[config.mk]
export PLATFORM = sky130hd
export DESIGN_NAME = pmbus_addr_match
export DESIGN_NICKNAME = d
export VERILOG_FILES = /design/src/rtl/pmbus_addr_match.sv
export SDC_FILE = /design/constraint.sdc
export NUM_CORES = 1
export LEC_CHECK = 0
export BUFFER_PORTS_ARGS = -buffer_cell sky130_fd_sc_hd__buf_2
export CAP_MARGIN = 0
export CORE_UTILIZATION = 40
export CTS_BUF_LIST = sky130_fd_sc_hd__clkbuf_4 sky130_fd_sc_hd__clkbuf_8 sky130_fd_sc_hd__clkbuf_16
export CTS_CLUSTER_SIZE = 25
export DETAILED_ROUTE_END_ITERATION = 8
export PLACE_DENSITY_LB_ADDON = 0.15
export REMOVE_ABC_BUFFERS = 1
export SYNTH_ARGS = -nofsm -noshare
export SYNTH_HDL_FRONTEND = slang
export SYNTH_SLANG_ARGS = --single-unit
export TNS_END_PERCENT = 5
[constraint.sdc]
create_clock -name clk -period 2.09 [get_ports clk]
set_input_delay 0.1045 -clock clk [delete_from_list [all_inputs] [get_ports clk]]
set_output_delay 0.1045 -clock clk [all_outputs]
set_load 0.01 [all_outputs]
[src/rtl/pmbus_addr_match.sv]
module pmbus_addr_match #(
  parameter int          NCH       = 2,
  parameter logic [7:0]  DEV_RESET = 8'h4F,
  parameter logic [6:0]  GLOBAL_A  = 7'h5A,
  parameter logic [6:0]  GLOBAL_B  = 7'h5B
) (
  input  logic           clk,
  input  logic           rst_n,
  input  logic           addr_valid,
  input  logic [7:0]     addr_byte,
  input  logic           dev_wr,
  input  logic           rail_wr,
  input  logic           page_wr,
  input  logic [7:0]     wr_data,
  input  logic           strap_lo_valid,
  input  logic [3:0]     strap_lo,
  input  logic           strap_hi_valid,
  input  logic [3:0]     strap_hi,
  output logic           ack,
  output logic [1:0]     match_kind,
  output logic [NCH-1:0] chan_mask,
  output logic           cml_fault
);

  localparam logic [1:0] K_NONE = 2'd0, K_GLOB = 2'd1, K_DEV = 2'd2, K_RAIL = 2'd3;

  logic [7:0]     dev_reg, page_reg;
  logic [7:0]     rail_reg [NCH];
  logic [NCH-1:0] page_sel, rail_hit;
  logic [6:0]     a, eff_dev;
  logic           rd, is_glob, is_dev;

  assign a       = addr_byte[7:1];
  assign rd      = addr_byte[0];
  assign eff_dev = {strap_hi_valid ? strap_hi[2:0] : dev_reg[6:4],
                    strap_lo_valid ? strap_lo      : dev_reg[3:0]};
  assign is_glob = (a == GLOBAL_A) || (a == GLOBAL_B);
  assign is_dev  = !dev_reg[7] && (a == eff_dev);

  always_ff @(posedge clk or negedge rst_n)
    if (!rst_n) begin
      dev_reg  <= DEV_RESET;
      page_reg <= 8'h00;
    end else begin
      if (dev_wr)  dev_reg  <= wr_data;
      if (page_wr) page_reg <= wr_data;
    end

  for (genvar i = 0; i < NCH; i++) begin : g_ch
    assign page_sel[i] = (page_reg == 8'(i)) || (page_reg == 8'hFF);
    assign rail_hit[i] = !rail_reg[i][7] && (rail_reg[i][6:0] == a);
    always_ff @(posedge clk or negedge rst_n)
      if (!rst_n)                     rail_reg[i] <= 8'h80;
      else if (rail_wr && page_sel[i]) rail_reg[i] <= wr_data;
  end

  always_ff @(posedge clk or negedge rst_n)
    if (!rst_n) begin
      ack        <= 1'b0;
      match_kind <= K_NONE;
      chan_mask  <= '0;
      cml_fault  <= 1'b0;
    end else begin
      ack        <= 1'b0;
      match_kind <= K_NONE;
      chan_mask  <= '0;
      cml_fault  <= 1'b0;
      if (addr_valid) begin
        if (is_glob) begin
          ack <= 1'b1; match_kind <= K_GLOB;
        end else if (is_dev) begin
          ack <= 1'b1; match_kind <= K_DEV;
        end else if (|rail_hit) begin
          match_kind <= K_RAIL;
          chan_mask  <= rail_hit;
          ack        <= !rd;
          cml_fault  <= rd;
        end
      end
    end

  AST_GLOBAL_ACK: assert property (@(posedge clk) disable iff (!rst_n)
    addr_valid && (addr_byte[7:1] == GLOBAL_A || addr_byte[7:1] == GLOBAL_B)
    |=> ack && match_kind == K_GLOB);
  AST_FAULT_NO_ACK: assert property (@(posedge clk) disable iff (!rst_n)
    cml_fault |-> !ack && match_kind == K_RAIL && chan_mask != '0);
  AST_MASK_RAIL_ONLY: assert property (@(posedge clk) disable iff (!rst_n)
    chan_mask != '0 |-> match_kind == K_RAIL);
  AST_IDLE_QUIET: assert property (@(posedge clk) disable iff (!rst_n)
    !addr_valid |=> !ack && match_kind == K_NONE && chan_mask == '0 && !cml_fault);
  AST_FAULT_ON_READ: assert property (@(posedge clk) disable iff (!rst_n)
    addr_valid && !addr_byte[0] |=> !cml_fault);
  AST_DEV_DISABLED: assert property (@(posedge clk) disable iff (!rst_n)
    addr_valid && dev_reg[7] |=> match_kind != K_DEV);

endmodule

After elaboration in Yosys (flattened, before gate mapping)
Index checks and enable logic that the tools add are counted.
{ "totals": {"reg_bits": 38, "in_bits": 32, "out_inout_bits": 6, "elab_cells": 47} }
{ "classes": {"n_eq_ne": 7, "muxes": 18, "n_reduce_logical": 14} }
{ "ops": {"columns": ["cell", "count"], "rows": [
  ["equality test 7 bit", 3],
  ["two-way mux 2 bit", 8],
  ["equality test 7 bit, second input constant", 2],
  ["equality test 8 x 1 -> 1 bit, second input constant", 1],
  ["equality test 8 bit, second input constant", 1],
  ["logical NOT 8 bit", 1],
  ["two-way mux 1 bit", 8],
  ["logical AND 1 bit", 5],
  ["logical NOT 1 bit", 4],
  ["two-way mux 4 bit", 1],
  ["logical OR 1 bit", 3],
  ["two-way mux 3 bit", 1],
  ["OR reduction 2 bit", 1]
]} }

Depth between registers and ports, before layout
{ "depth": {"word_depth": 7, "depth_mapped": 6, "depth_no_buf": 5} }

Worst setup path before layout
No wires, ideal clock.
{ "synth_path": {"kind": "reg-to-reg", "startpoint": "register page_reg[4]", "endpoint": "register rail_reg[2] (netlist name)", "setup_time_ns": 0.125, "arrival_ns": 1.431, "t_required_ns": 1.965, "slack_ns": 0.534, "stages_incl_launch_ff": 6, "path_buffers": 1, "period_less_slack_ns": 1.556, "cell_sequence": "dfrtp_1 -> nor4_1 -> a31oi_1 -> nor2b_1 -> buf_2 -> mux2_2"} }
{ "synth_between": {"elab_chain_cells": 3, "elab_cells_between_ends": 4, "cone_classes": "2 x eq/ne; 2 x reduce/logical"} }
{ "synth_rtl": {"columns": ["item", "line", "source"], "rows": [
  ["start: declaration", "27", "logic [7:0] dev_reg, page_reg;"],
  ["start signal: assignment", "46", "if (page_wr) page_reg <= wr_data;"],
  ["equality test 8 x 1 -> 1 bit / equality test 8 bit (equally long branches)", "50", "assign page_sel[i] = (page_reg == 8'(i)) || (page_reg == 8'hFF);"],
  ["logical OR 1 bit *", "50", null],
  ["logical AND 1 bit *", "54", "else if (rail_wr && page_sel[i]) rail_reg[i] <= wr_data;"],
  ["end signal: indexed assignment", "54", null],
  ["end: declaration", "28", "logic [7:0] rail_reg [NCH];"]
]} }
Every way passes the cells marked *; elsewhere a longest branch is shown, timed or not.
A chain may end at the register's enable or synchronous reset.

Final worst setup path
{ "layout_path": {"startpoint": "register page_reg[4]", "endpoint": "register rail_reg[3] (netlist name)"} }
The elaborated chain is that of the path after synthesis.

==> impl_metrics.csv <==
group,metric,value,unit
outcome,status,"completed",
cts,cts_tree,"built",
layout,fin_util,49.5,%
synth,synthArstFlopShare,100,%
critical_path,worst_setup_path_start_kind,"register",
sta,tightest_slew,817,ps
sta,slew_viol_final,0,
routing,drt_drc_violations_left,0,
synth,yosysSeqAreaShare,53.2,%
cts,h-tree-depth,2,
power,intPower,1330,uW
placed_design,port_buffers,36,
critical_path,worstPathMaxFanout,8,
routing,via_count,1192,
synth,synth_cells,135,
floorplanning,initial_core_util,41.5,%
sta,max_freq,567,MHz
cts,cts.sinks,38,
synth,yosysWarnings,0,
job,maxCapViolations,0,
sta,fin_setup_tns,0,ps
sta,setup_viol,0,
sta,rsz0062_at_grt,"no",
power,p_sw,421,uW
cts,cts-resized-gates,0,
critical_path,max_stage_delay,460,ps
cts,cts_max_path_buffers,2,
cts,cts_made_buffers,5,
sta,relSlewSlack,45.5,%
routing,dr.pass1.iters,4,
floorplanning,rows,24,
synth,synth_edf_count,0,
synth,syn_area,1810,um2
synth,synth_seq_cells,38,
synth,synth_area_leaders,"dfrtp_1 (43%), mux2_2 (18%), dfstp_2 (10%)",
sta,layout_min_cycle_time,1760,ps
power,combPwrFrac,14.8,%
sta,finalCritPeriodShare,84.4,%
critical_path,endpoint_kind,"register",
critical_path,reg2reg_setup_slack,330,ps
critical_path,crit_chain,"nor4_1 -> a31oi_1 -> nor2b_1 -> buf_4 -> mux2_2",
critical_path,critical_path_class,"reg -> reg",
placed_design,gp_congestion,0.764,
critical_path,slowest_stage,"nor4_1",
global_route,grt_remaining_overflow,0,
routing,viasPerCell,5.21,
cts,root_buffer,"clkbuf_8",
critical_path,cp.required,2260,ps
routing,avgRoutedWirePerCell,15.1,um
power,p_leak,0.00101,uW
floorplanning,io_pins,38,
power,power.density,814,nW/um2
layout,diodes,0,
synth,synth-main-ff-cell,"dfrtp_1",
global_route,grt_pass1_vias,1247,
power,ir_drop,459,uV
cts,clk_pin_slew_worst_paths,70,ps
floorplanning,dieHeight,69.2,um
global_route,antenna_found_initial,0,
layout,fill_cells,393,
cts,clock_latency,290,ps
synth,yosys.cell_types.count,30,
routing,drtIter0Drc,25,
power,sw_frac_of_total,24.0,%
layout,syn_to_final_growth,19.3,%
critical_path,cp.arrival,1930,ps
synth,synth_top_cell_area_share,43.0,%
sta,fin_skew,7.79,ps
power,power_frac_seq,51.3,%
routing,ant_nets,0,
layout,layout-drive-gt1-share,48.0,%
sta,hold_viol,0,
layout,num-nets-final,208,
floorplanning,core,4350,um2
hold_path,hp-class,"in -> reg",
power,clockPowerShare,34.0,%
global_route,grt_use_total,16.3,%
layout,largest_register_ff_count,16,
floorplanning,die_area,4790,um2
global_route,grt_pass1_wl,5870,um
synth,syn_area_per_cell,13.4,um2
routing,wirelength,3460,um
floorplanning,die_w,69.2,um
global_route,grt_max_degree,39,
synth,yosysTopAreaCell,"dfrtp_1",
[metal layers]
metal	global-route usage (%)	routed length, um	vias to the layer above
met3	5.09	124	5
met5	0	0	-
met4	6.12	60	0
met2	28.4	1820	21
li1	-	-	564
met1	18.6	1460	602
[Yosys cell counts (2+ instances only)]
cell      count
dfrtp_1      31
mux2_2       29
nand2_1       5
mux2i_1       7
nor2_1        2
nor4_1        5
xor2_1       20
nand4_1       3
dfstp_2       7
mux2_1        3
clkbuf_1      2
nor3_1        3
[power by group through the flow]
| stage | registers (uW) | logic, uW | clock network (uW) |
|---|---|---|---|
| 2_1_floorplan | 897 | 167 | 0 |
| 3_3_place_gp | 907 | 259 | 0 |
| 3_5_place_dp | 912 | 263 | 0 |
| 4_1_cts | 898 | 265 | 615 |
| 5_1_grt | 908 | 291 | 652 |
| 6_report | 898 | 259 | 595 |
[logic make-up after synthesis]
group           after synthesis  share of synthesized area, %
compound gates                6                          2.50
xor+xnor                     21                          10.2
buf+inv                       5                          1.52
flops                        38                          53.2
mux                          39                          23.8
simple gates                 26                          8.80
[repair_timing]
action | in CTS | in global routing
hold buffers | 1 | 0
endpoints found under the setup margin | 0 | 0
endpoints found under the hold margin | 31 | 0
setup buffers | 0 | 0
[layout by cell type, fill, tap and decap left out, types with 2 or more instances in the layout]
cell      count
buf_2        36
dfrtp_1      31
mux2_2       29
xor2_1       20
mux2i_1       7
dfstp_2       7
nor4_1        5
nand2_1       5
clkbuf_8      5
nand4_1       3
nor3_1        3
mux2_1        3
nor2_1        2
clkinv_2      2
[stage by stage]
step	area, um2	setup slack [ps]	hold WS [ps]	power, uW	cells
6_report	2150	327	68.4	1750	229
5_1_grt	2150	169	66.8	1850	229
4_1_cts	2150	323	66.8	1780	229
3_5_place_dp	2030	337	247	1180	220
2_1_floorplan	1780	345	-191	1060	131
3_3_place_gp	2030	419	246	1170	220
[final cells by class]
class | instances | area (um2) | area share, %
well taps | 52 | 65.1 | 3.02
flip-flops and latches | 38 | 960 | 44.6
multi-input cells | 92 | 818 | 38.0
clock inverters | 3 | 40.0 | 1.86
clock buffers | 5 | 68.8 | 3.20
inverters | 1 | 3.75 | 0.174
repair buffers | 38 | 198 | 9.18
[final timing paths]
check	end	startpoint	cells past startpoint
max	rail_reg[3]	page_reg[4]	5
min	match_kind[0]	addr_valid	3
max reg2reg	rail_reg[3]	page_reg[4]	5
min reg2reg	rail_reg[5]	rail_reg[5]	1
max in group asynchronous	rail_reg[0]	rst_n	2
min in group asynchronous	match_kind[0]	rst_n	2
[critical path, delay by kind of cell, from the launching register on]
kind            cells  cell delay, ps
simple gates        2             580
flops               1             390
mux                 1             340
buf+inv             1             180
compound gates      1             140
No activity file was read; power rests on OpenSTA's default activity.
